## src/rtl/hexcnt_pkg.sv

```systemverilog
package hexcnt_pkg;

  localparam int unsigned CODE_W  = 3;
  localparam int unsigned RING_N  = 6;

  typedef logic [CODE_W-1:0] code_t;

  // forward order of the ring; backward order is the same list reversed
  localparam code_t RING [RING_N] = '{3'd1, 3'd2, 3'd7, 3'd6, 3'd0, 3'd5};
  localparam code_t HOME = 3'd1;

  typedef enum logic {
    STORE_D  = 1'b0,
    STORE_JK = 1'b1
  } store_e;

endpackage

```

## src/rtl/hexcnt_next.sv

```systemverilog
module hexcnt_next
  import hexcnt_pkg::*;
(
  input  code_t cur,
  input  logic  dir,
  output code_t nxt
);

  // Codes outside the ring fall through to HOME, giving one-edge recovery.
  always_comb begin
    nxt = HOME;
    for (int i = 0; i < RING_N; i++) begin
      if (cur == RING[i]) begin
        nxt = dir ? RING[(i + RING_N - 1) % RING_N] : RING[(i + 1) % RING_N];
      end
    end
  end

endmodule

```

## src/rtl/hexcnt_cell.sv

```systemverilog
module hexcnt_cell
  import hexcnt_pkg::*;
#(
  parameter store_e STYLE   = STORE_D,
  parameter logic   RST_VAL = 1'b0
) (
  input  logic clk,
  input  logic rst,
  input  logic tgt,
  output logic q
);

  generate
    if (STYLE == STORE_JK) begin : g_jk
      logic j, k;
      // minimal excitation: set only when rising, clear only when falling
      assign j = tgt & ~q;
      assign k = ~tgt & q;

      always_ff @(posedge clk) begin
        if (rst) begin
          q <= RST_VAL;
        end else begin
          case ({j, k})
            2'b10:   q <= 1'b1;
            2'b01:   q <= 1'b0;
            2'b11:   q <= ~q;
            default: q <= q;
          endcase
        end
      end

      assert_jk_set_R6: assert property (@(posedge clk) disable iff (rst)
        (j && !k) |=> q);
      assert_jk_clr_R6: assert property (@(posedge clk) disable iff (rst)
        (!j && k) |=> !q);
      assert_jk_hold_R6: assert property (@(posedge clk) disable iff (rst)
        (!j && !k) |=> $stable(q));
    end else begin : g_d
      always_ff @(posedge clk) begin
        if (rst) q <= RST_VAL;
        else     q <= tgt;
      end
    end
  endgenerate

endmodule

```

## src/rtl/hexcnt_updown.sv

```systemverilog
module hexcnt_updown
  import hexcnt_pkg::*;
#(
  parameter store_e STYLE      = STORE_D,
  parameter code_t  RESET_CODE = HOME
) (
  input  logic             clk,
  input  logic             rst,
  input  logic             dir,
  output logic [CODE_W-1:0] q
);

  code_t nxt;

  hexcnt_next u_next (
    .cur (q),
    .dir (dir),
    .nxt (nxt)
  );

  generate
    for (genvar b = 0; b < CODE_W; b++) begin : g_bit
      hexcnt_cell #(
        .STYLE   (STYLE),
        .RST_VAL (RESET_CODE[b])
      ) u_cell (
        .clk (clk),
        .rst (rst),
        .tgt (nxt[b]),
        .q   (q[b])
      );
    end
  endgenerate

  assert_reset_load_R1: assert property (@(posedge clk)
    rst |=> (q == RESET_CODE));

  assert_fwd_wrap_R2: assert property (@(posedge clk) disable iff (rst)
    (q == 3'd5 && !dir) |=> (q == 3'd1));
  assert_fwd_mid_R2: assert property (@(posedge clk) disable iff (rst)
    (q == 3'd7 && !dir) |=> (q == 3'd6));

  assert_back_wrap_R3: assert property (@(posedge clk) disable iff (rst)
    (q == 3'd1 && dir) |=> (q == 3'd5));
  assert_back_mid_R3: assert property (@(posedge clk) disable iff (rst)
    (q == 3'd0 && dir) |=> (q == 3'd6));

  assert_recover_R4: assert property (@(posedge clk) disable iff (rst)
    (q == 3'd3 || q == 3'd4) |=> (q == 3'd1));
  assert_stay_in_ring_R4: assert property (@(posedge clk) disable iff (rst)
    (q != 3'd3 && q != 3'd4) |=> (q != 3'd3 && q != 3'd4));

  assert_dir_flip_R5: assert property (@(posedge clk) disable iff (rst)
    (q == 3'd2 && dir) |=> (q == 3'd1));

endmodule

```

## config.mk

```make
export PLATFORM = sky130hd
export DESIGN_NAME = hexcnt_updown
export DESIGN_NICKNAME = d
export VERILOG_FILES = /design/src/rtl/hexcnt_pkg.sv /design/src/rtl/hexcnt_next.sv /design/src/rtl/hexcnt_cell.sv /design/src/rtl/hexcnt_updown.sv
export SDC_FILE = /design/constraint.sdc
export NUM_CORES = 1
export LEC_CHECK = 0
export ABC_AREA = 1
export ABC_CLOCK_PERIOD_IN_PS = 1080
export BUFFER_PORTS_ARGS = -buffer_cell sky130_fd_sc_hd__buf_2
export CAP_MARGIN = 20
export CORE_AREA = 5 5 42 44
export DETAILED_ROUTE_END_ITERATION = 10
export DIE_AREA = 0 0 47 49
export HOLD_SLACK_MARGIN = 0.03
export MAX_ROUTING_LAYER = met4
export PLACE_DENSITY_LB_ADDON = 0.3
export SLEW_MARGIN = 25
export SYNTH_ARGS = -nofsm -noshare
export SYNTH_HDL_FRONTEND = slang
export SYNTH_SLANG_ARGS = --single-unit
```

## constraint.sdc

```tcl
create_clock -name clk -period 1.08 [get_ports clk]
set_input_delay 0 -clock clk [delete_from_list [all_inputs] [get_ports clk]]
set_output_delay 0 -clock clk [all_outputs]
set_load 0.01 [all_outputs]
```

==> flow_summary.ini, run 1 <==
[run_status]
run_status = complete, no violations

[worst_hold_path]
hold_path_depth = 4
holdPathEnd = g_bit[0].u_cell.q
min_delay_startpoint = dir
holdCritPathClass = primary input to flip-flop

[timing]
slew_headroom_pct = 91.3
fin_crit_ps = 960
timing.final.hold_violations = 0
rsz0062_at_grt = false
timing_max_transition_violations_final = 0
max_clock_freq_mhz = 1040
post-route-worst-setup-slack_ps = 120
timing.final.setup_violations = 0
min_period_over_period_pct = 88.9
fin_skew_ps = 3.40
fin_hold_ws_ps = 137
worst_pin_slew_ps = 130
fin_tns_setup_ps = 0

[route]
drtAntennaViolNets = 0
post_route_drc_violation_count = 0
dr_total_vias = 271
vias_cell = 3.87
m1WireLength_microns = 213
drt-wirelength-per-cell_microns = 7.37
wirelength_microns = 516
met3_wirelength_microns = 14
first_iter_violations = 8
wl_met2_microns = 288
highest-signal-layer = met3
firstDrtPassIters = 4

[cts]
worst_setup_hold_path_clk_slew_ps = 40
clk_latency_ps = 230
cts_tree = done
cts.htree.levels = 1
post-cts-setup-buffer-count = 0
clock_path_buffers = 2
clock_sink_count = 3
ctsRootBufferMaster = sky130_fd_sc_hd__clkbuf_4
numCtsBuffers = 3

[logic_synthesis]
syn-cell-area_sq_um = 254
ys_seq_elements = 3
synth_mux_area_share_pct = 0
most_used_flip_flop_cell_after_synthesis = sky130_fd_sc_hd__dfxtp_1
synth_seq_area_share_pct = 23.6
synth.largest_area_cell = sky130_fd_sc_hd__nand2_1
postSynth.asyncResetShare_pct = 0
syn-mean-instance-area_sq_um = 5.52
count_of_flip_flops_with_a_built_in_enable_after_synthesis = 0
synth.top_cells.by_area = sky130_fd_sc_hd__nand2_1 25%, sky130_fd_sc_hd__dfxtp_1 24%, sky130_fd_sc_hd__nor2_1 12%
synth_xor_area_share_pct = 0
yosysWarningCount = 0
synth_compound_area_share_pct = 1.97
synth_simple_gate_area_share_pct = 53.7
synth_commonest_cells = 17 x sky130_fd_sc_hd__nand2_1, 8 x sky130_fd_sc_hd__nor2_1, 6 x sky130_fd_sc_hd__inv_1
yosys.area_share.adder_pct = 0
postSynthNetCount = 49
synth_top_family_by_area = simple AND/OR/NAND/NOR gates
synth_top_area_share_pct = 25.1
number_of_distinct_library_cells_after_synthesis = 11
yosys.cell_count.top_type = sky130_fd_sc_hd__nand2_1
postSynthCellCount = 46

[worst_setup_path]
required_ps = 1200
ff2ff_path_depth = 6
crit_path_max_fanout = 3
critical_path_start_type = flip-flop
critical_r2r_capture = g_bit[2].u_cell.q
worst-r2r-setup-slack_ps = 120
start_to_end_type_of_the_worst_setup_path = flip-flop to flip-flop
cp.arrival_ps = 1080
regToRegStartpoint = g_bit[0].u_cell.q
crit_path_end_kind = flip-flop

[cells_and_area]
registers.top_by_ff_count = g_bit.u_cell.q
stdcell_count = 70
diodes = 0
layout-drive-gt1-share_pct = 29.6
finalInstanceArea_sq_um = 323
area_delta_synth_final_pct = 27.1
number_of_flip_flops_under_the_largest_register_name = 3
fin_util_pct = 23.0
largestRegisters = g_bit.u_cell.q x3
final_nets = 58

[power]
worst_ir_drop_vdd_mv = 1.09
p_per_area_mw_per_mm2 = 2780
p_total_uw = 896
p_leak_nw = 0.192

[grt]
first_global_vias = 250
grt_start_max_net_pins = 9
number_of_antenna_violations_at_the_first_check_in_global_routing = 0
grt_pass1_wl_microns = 952
grt_use_total_pct = 5.99
grt-ovfl-total = 0

[die]
die_x_microns = 47
core-area_sq_mm = 0.00140
floorplan.initialDensity_pct = 18.1
floorplan.die_area_sq_mm = 0.00230
placementRows = 14
die_h_microns = 49
io-pin-count = 6

[placed_design]
place_congestion = 0.726
port_buffers = 5
post_dp_cell_area_sq_um = 284
dp.final_hpwl_microns = 416
pre_cts_slack_ps = 62.8
numPlacedInstances = 65

[run]
drv_cap = 0
## metal layers
metal / global-route usage, % / vias to the layer above
met5: - / -
met4: 5.53 / 0
met3: 1.11 / 0
met2: 9.05 / 2
met1: 6.14 / 122
li1: - / 147
## final cells by class
| type | count | area, sq um |
|---|---|---|
| fillers | 169 | 1080 |
| multi-input cells | 32 | 141 |
| flip-flops and latches | 3 | 62.6 |
| repair buffers | 7 | 42.5 |
| inverters | 8 | 30.0 |
| clock buffers | 4 | 26.3 |
| well taps | 16 | 20.0 |
## worst max-delay path, cell delays in order (launching register included)
cell	delay [ps]
sky130_fd_sc_hd__dfxtp_1	350
sky130_fd_sc_hd__buf_4	150
sky130_fd_sc_hd__nor2_4	40
sky130_fd_sc_hd__nand3_1	80
sky130_fd_sc_hd__nand2_1	60
sky130_fd_sc_hd__nor2_1	120
sky130_fd_sc_hd__nor2_1	50
## logic make-up after synthesis
group | Yosys count
AND/OR/NAND/NOR | 31
buffers and inverters | 11
flip-flops | 3
AO/OA/AOI/OAI | 1
## power by group
group          internal [mW]  switching, mW  total [mW]
clock                  0.139         0.0584       0.197
combinational          0.181          0.275       0.456
sequential             0.171         0.0722       0.243
total                  0.490          0.406       0.896
## timing repair
item	4_1_cts	5_1_grt
setup endpoints to repair	0	3
hold buffers	1	0
endpoints found under the hold margin	2	0
gates resized for setup	0	2
## worst max-delay path by stage
stage	from	endpoint	slack, ps	cells past startpoint
after floorplan	g_bit[0].u_cell.q	g_bit[0].u_cell.q	160	7
after global placement	g_bit[2].u_cell.q	g_bit[0].u_cell.q	60	5
after detailed placement	g_bit[2].u_cell.q	g_bit[0].u_cell.q	60	5
after CTS	g_bit[2].u_cell.q	g_bit[0].u_cell.q	60	5
after global routing	g_bit[2].u_cell.q	g_bit[0].u_cell.q	20	5
final	g_bit[0].u_cell.q	g_bit[2].u_cell.q	120	6
## cells in the final DEF, fill, tap and decap left out
| cell | instances |
|---|---|
| sky130_fd_sc_hd__clkbuf_4 | 3 |
| sky130_fd_sc_hd__a21oi_1 | 1 |
| sky130_fd_sc_hd__nor2_4 | 1 |
| sky130_fd_sc_hd__nand2_1 | 17 |
| sky130_fd_sc_hd__inv_2 | 2 |
| sky130_fd_sc_hd__nor2_1 | 8 |
| sky130_fd_sc_hd__dfxtp_1 | 1 |
| sky130_fd_sc_hd__dlygate4sd3_1 | 1 |
| sky130_fd_sc_hd__buf_2 | 5 |
| sky130_fd_sc_hd__nor2_2 | 1 |
| sky130_fd_sc_hd__clkbuf_1 | 1 |
| sky130_fd_sc_hd__nand3_1 | 3 |
| sky130_fd_sc_hd__dfxtp_2 | 2 |
| sky130_fd_sc_hd__inv_1 | 6 |
| sky130_fd_sc_hd__buf_4 | 1 |
| sky130_fd_sc_hd__nand3_2 | 1 |
Power figures use the tool's default switching activity.
==> inputs of run 2 (changes only) <==
ABC_CLOCK_PERIOD_IN_PS = 1000   (was 1080)
clock period = 1 ns   (was 1.08 ns; I/O delays follow)
==> run 2 against run 1 <==
Worst setup slack got worse by 50 ps. Power increased by 20%. Largest power group unchanged. Routed wire length increased by 5.8%. Sequential power increased by 19%. Global-route usage increased by 0.077 points. Final area increased by 12%. Sequential share of layout area increased by 0.28 points. Hold slack got worse by 3.8 ps.
==> flow_summary.ini, run 2 (same netlist as run 1, synthesis figures left out) <==
[route]
wl_met2_microns = 318
wirelength_microns = 546
drtAntennaViolNets = 0
dr_total_vias = 275
first_iter_violations = 9
firstDrtPassIters = 4
vias_cell = 3.82
highest-signal-layer = met3
drt-wirelength-per-cell_microns = 7.58
post_route_drc_violation_count = 0
met3_wirelength_microns = 17
m1WireLength_microns = 210

[power]
p_total_mw = 1.08
p_int_uw = 611
power.clock.fraction_pct = 19.2
gate_power_share_pct = 54.0
p_seq_share_pct = 26.8
worst_ir_drop_vdd_mv = 0.795
p_leak_nw = 0.208
switchingPower_uw = 464
p_per_area_mw_per_mm2 = 2960
switching_share_of_power_pct = 43.2

[cts]
cts.htree.levels = 1
cts_tree = done
worst_setup_hold_path_clk_slew_ps = 30
clock_sink_count = 3
numCtsBuffers = 3
clock_path_buffers = 2
clk_latency_ps = 230
ctsRootBufferMaster = sky130_fd_sc_hd__clkbuf_4

[placed_design]
place_congestion = 0.707
numPlacedInstances = 66
post_dp_cell_area_sq_um = 292
port_buffers = 5
pre_cts_slack_ps = 0.0682
dp.final_hpwl_microns = 436

[cells_and_area]
finalInstanceArea_sq_um = 363
commonest_cells_after_routing_fill_and_taps_aside = 16 x sky130_fd_sc_hd__nand2_1, 6 x sky130_fd_sc_hd__inv_1, 6 x sky130_fd_sc_hd__nor2_1, 5 x sky130_fd_sc_hd__buf_2
mostFrequentLayoutCell = sky130_fd_sc_hd__nand2_1
area_delta_synth_final_pct = 42.9
regArea_sq_um = 71.3
fin_util_pct = 25.9
largestRegisters = g_bit.u_cell.q x3
diodes = 0
number_of_flip_flops_under_the_largest_register_name = 3
layout-drive-gt1-share_pct = 42.9
n_fill_cell = 171
stdcell_count = 72
registers.top_by_ff_count = g_bit.u_cell.q
footprint_of_the_multi_input_gates_sq_um = 158
final_nets = 60

[timing]
rsz0062_at_grt = true
fin_crit_ps = 930
fin_tns_setup_ps = 0
timing_max_transition_violations_final = 0
timing.final.setup_violations = 0
worst_pin_slew_ps = 123
fin_skew_ps = 0.600
post-route-worst-setup-slack_ps = 69.5
timing.final.hold_violations = 0
fin_hold_ws_ps = 133
slew_headroom_pct = 91.8
max_clock_freq_mhz = 1070
min_period_over_period_pct = 93.0

[worst_setup_path]
worst-r2r-setup-slack_ps = 70
crit_path_end_kind = flip-flop
start_to_end_type_of_the_worst_setup_path = flip-flop to flip-flop
regToRegStartpoint = g_bit[0].u_cell.q
critical_path_start_type = flip-flop
critical_r2r_capture = g_bit[2].u_cell.q
crit_path_max_fanout = 4
ff2ff_path_depth = 6
setup.worst_path.end = g_bit[2].u_cell.q
crit_path_start = g_bit[0].u_cell.q
required_ps = 1160
cp.arrival_ps = 1090

[die]
floorplan.initialDensity_pct = 18.1
die_h_microns = 49
core-area_sq_mm = 0.00140
die_x_microns = 47
placementRows = 14
io-pin-count = 6
floorplan.die_area_sq_mm = 0.00230

[grt]
first_global_vias = 254
grt_start_max_net_pins = 8
grt-ovfl-total = 0
grt_pass1_wl_microns = 986
grt_use_total_pct = 6.06
number_of_antenna_violations_at_the_first_check_in_global_routing = 0

[worst_hold_path]
hold_path_depth = 4
holdCritPathClass = primary input to flip-flop

[run_status]
run_status = complete, no violations

[run]
drv_cap = 0
run 2: changes by cell type in the layout (fill, tap and decap cells not counted):
cell                      previous run  this run
sky130_fd_sc_hd__a21oi_1             1         0
sky130_fd_sc_hd__a21oi_2             0         1
sky130_fd_sc_hd__buf_4               1         3
sky130_fd_sc_hd__dfxtp_1             1         0
sky130_fd_sc_hd__dfxtp_2             2         0
sky130_fd_sc_hd__dfxtp_4             0         3
sky130_fd_sc_hd__nand2_1            17        16
sky130_fd_sc_hd__nand2_2             0         1
sky130_fd_sc_hd__nand3_1             3         2
sky130_fd_sc_hd__nand3_2             1         2
sky130_fd_sc_hd__nor2_1              8         6
sky130_fd_sc_hd__nor2_2              1         3
run 2: repair_timing:
action                     in CTS  in global routing
setup buffers                   0                  1
hold buffers                    1                  0
hold endpoints to repair        2                  0
setup endpoints to repair       1                  3
resized for setup               1                 10
pin swaps                       0                  3
run 2: how the worst min path moves through the flow:
stage / start / end / slack [ps]
finish: dir / g_bit[0].u_cell.q / 130
detailed placement: rst / g_bit[0].u_cell.q / 210
global route: dir / g_bit[0].u_cell.q / 170
CTS: dir / g_bit[0].u_cell.q / 120
global placement: rst / g_bit[0].u_cell.q / 200
floorplan: rst / g_bit[0].u_cell.q / 90
run 2: worst max-delay path: stages (launching register included):
cell                      delay [ps]
sky130_fd_sc_hd__dfxtp_4         340
sky130_fd_sc_hd__buf_4           140
sky130_fd_sc_hd__nor2_4           90
sky130_fd_sc_hd__nand3_1         110
sky130_fd_sc_hd__nand2_1          90
sky130_fd_sc_hd__nor2_2           30
sky130_fd_sc_hd__nor2_1           60
run 2: cell type report:
type | instances | area share (%)
multi-input combinational | 32 | 43.4
sequential | 3 | 19.7
clock buffer | 4 | 7.24
timing repair buffer | 9 | 15.9
inverter | 8 | 8.28
tap | 16 | 5.52
run 2: metal layers:
| layer | global-route usage [%] | vias up |
|---|---|---|
| li1 | - | 153 |
| met1 | 6.37 | 120 |
| met2 | 9.05 | 2 |
| met3 | 2.21 | 0 |
| met4 | 4.15 | 0 |
| met5 | - | - |
run 2: power groups by stage:
stage | logic (mW) | clock network [mW] | registers (mW)
floorplan | 0.423 | 0 | 0.252
global placement | 0.514 | 0 | 0.265
detailed placement | 0.515 | 0 | 0.262
CTS | 0.519 | 0.224 | 0.264
global route | 0.673 | 0.235 | 0.302
finish | 0.581 | 0.207 | 0.288
==> inputs of run 3 (changes only) <==
SETUP_SLACK_MARGIN = 0.15   (was not set)
==> run 3 against run 2 <==
Via count increased by 1.1%. Largest power group unchanged. Hold slack improved by 21 ps. Critical path type unchanged. Cell count decreased by 4.2%. Critical path depth unchanged. Power increased by 1.2%. Final area decreased by 0.34%. Worst setup slack got worse by 3.9 ps. Sequential share of layout area increased by 0.068 points. First-iteration DRC count decreased by 67%. Combinational power decreased by 5.9%. Global-route usage about the same.
==> flow_summary.ini, run 3 (same netlist as run 1, synthesis figures left out) <==
[run_status]
run_status = complete, no violations

[cells_and_area]
commonest_cells_after_routing_fill_and_taps_aside = 14 x sky130_fd_sc_hd__nand2_1, 6 x sky130_fd_sc_hd__nor2_1, 5 x sky130_fd_sc_hd__buf_2, 4 x sky130_fd_sc_hd__inv_1
final_nets = 57
diodes = 0
layout-drive-gt1-share_pct = 47.2
number_of_flip_flops_under_the_largest_register_name = 3
fin_util_pct = 25.8
mostFrequentLayoutCell = sky130_fd_sc_hd__nand2_1
finalInstanceArea_sq_um = 362
area_delta_synth_final_pct = 42.4
registers.top_by_ff_count = g_bit.u_cell.q
largestRegisters = g_bit.u_cell.q x3
n_fill_cell = 169

[timing]
max_clock_freq_mhz = 1070
timing_max_transition_violations_final = 0
timing.final.hold_violations = 0
timing.final.setup_violations = 0
rsz0062_at_grt = true
fin_skew_ps = 1.59
slew_headroom_pct = 90.7
fin_crit_ps = 934
fin_tns_setup_ps = 0
min_period_over_period_pct = 93.4
post-route-worst-setup-slack_ps = 65.6
fin_hold_ws_ps = 154
worst_pin_slew_ps = 139

[die]
die_x_microns = 47
io-pin-count = 6
floorplan.die_area_sq_mm = 0.00230
floorplan.initialDensity_pct = 18.1
placementRows = 14
die_h_microns = 49
core-area_sq_mm = 0.00140

[power]
p_seq_share_pct = 30.8
worst_ir_drop_vdd_mv = 1.07
switching_share_of_power_pct = 46.5
p_per_area_mw_per_mm2 = 3010
p_leak_nw = 0.192
power.clock.fraction_pct = 19.0
p_int_uw = 582
switchingPower_uw = 506
gate_power_share_pct = 50.2

[cts]
numCtsBuffers = 3
cts.htree.levels = 1
ctsRootBufferMaster = sky130_fd_sc_hd__clkbuf_4
clock_sink_count = 3
clock_path_buffers = 2
clk_latency_ps = 230
cts_tree = done
worst_setup_hold_path_clk_slew_ps = 30

[placed_design]
port_buffers = 5
pre_cts_slack_ps = 56.1
place_congestion = 0.687
dp.final_hpwl_microns = 419
post_dp_cell_area_sq_um = 283

[worst_setup_path]
regToRegStartpoint = g_bit[2].u_cell.q
required_ps = 1110
cp_top_family = simple AND/OR/NAND/NOR gates
crit_path_start = g_bit[2].u_cell.q
start_to_end_type_of_the_worst_setup_path = flip-flop to flip-flop
critical_path_start_type = flip-flop
timing.critical_path.cells = nor2_2 > nand2_2 > nand2_2 > nand2_1 > nand2_1 > nand2_1
cp.arrival_ps = 1050
cp.buffers_inverters = 0
slowest_stage = sky130_fd_sc_hd__dfxtp_4
crit_path_frequent_cell = sky130_fd_sc_hd__nand2_1
crit_path_end_kind = flip-flop
crit_path_max_fanout = 8
critPathMaxStageDelay_ps = 370

[grt]
grt-ovfl-total = 0
met1_resource_use_gr_pct = 6.33
top_usage_layer = met2
first_global_vias = 254
grt_pass1_wl_microns = 986
number_of_antenna_violations_at_the_first_check_in_global_routing = 0
grt_use_total_pct = 6.05
grt_start_max_net_pins = 9
grt_use_met2_pct = 9.05
grtUsageMet3_pct = 3.32

[route]
wirelength_microns = 540
first_iter_violations = 3
dr_total_vias = 278
firstDrtPassIters = 2
drtAntennaViolNets = 0
post_route_drc_violation_count = 0
drt-wirelength-per-cell_microns = 7.83
vias_cell = 4.03

[worst_hold_path]
holdCritPathClass = primary input to flip-flop
min_delay_startpoint = dir

[run]
drv_cap = 0
run 3: layout make-up:
type / count / area, sq um / share of cell area, %
Clock buffer: 4 / 26.3 / 7.27
Inverter: 8 / 35.0 / 9.69
Multi-Input combinational cell: 32 / 174 / 48.1
Sequential cell: 3 / 71.3 / 19.7
Tap cell: 16 / 20.0 / 5.54
Timing Repair Buffer: 6 / 35.0 / 9.69
run 3: final timing paths:
check | to | slack, ps | cells past startpoint
setup / recovery | g_bit[0].u_cell.q | 70 | 6
hold / removal | g_bit[0].u_cell.q | 150 | 4
setup reg to reg | g_bit[0].u_cell.q | 70 | 6
hold reg to reg | g_bit[0].u_cell.q | 640 | 4
run 3: metal layers:
layer / vias to the layer above / wire length, microns / part of all wire, %
met4: 0 / 0 / 0
met5: - / 0 / 0
met3: 0 / 14 / 2.6
met1: 128 / 224 / 41
met2: 2 / 301 / 56
li1: 148 / - / -
run 3: timing repair:
| action | CTS | global route |
|---|---|---|
| pin swaps | 0 | 6 |
| setup endpoints to repair | 3 | 3 |
| endpoints found under the hold margin | 3 | 0 |
| gates cloned | 0 | 0 |
| gates resized for setup | 3 | 12 |
| hold buffers | 1 | 0 |
| setup buffers | 0 | 0 |
run 3: stage by stage:
step / cells / total power, mW
final: 69 / 1.09
after CTS: 69 / 0.997
after floorplan: 46 / 0.694
after detailed placement: 64 / 0.757
after global routing: 69 / 1.21
after global placement: 64 / 0.757
run 3: power groups by stage:
| stage | clock network [mW] | registers [mW] | logic [mW] |
|---|---|---|---|
| after detailed placement | 0 | 0.291 | 0.465 |
| after global placement | 0 | 0.290 | 0.467 |
| after CTS | 0.218 | 0.305 | 0.474 |
| final | 0.206 | 0.335 | 0.547 |
| after global routing | 0.237 | 0.357 | 0.621 |
| after floorplan | 0 | 0.269 | 0.425 |
run 3: worst reg2reg max path: cells and delay by family, from the launching register on:
kind / cells / cell delay, ps
flip-flops: 1 / 370
AND/OR/NAND/NOR: 6 / 450
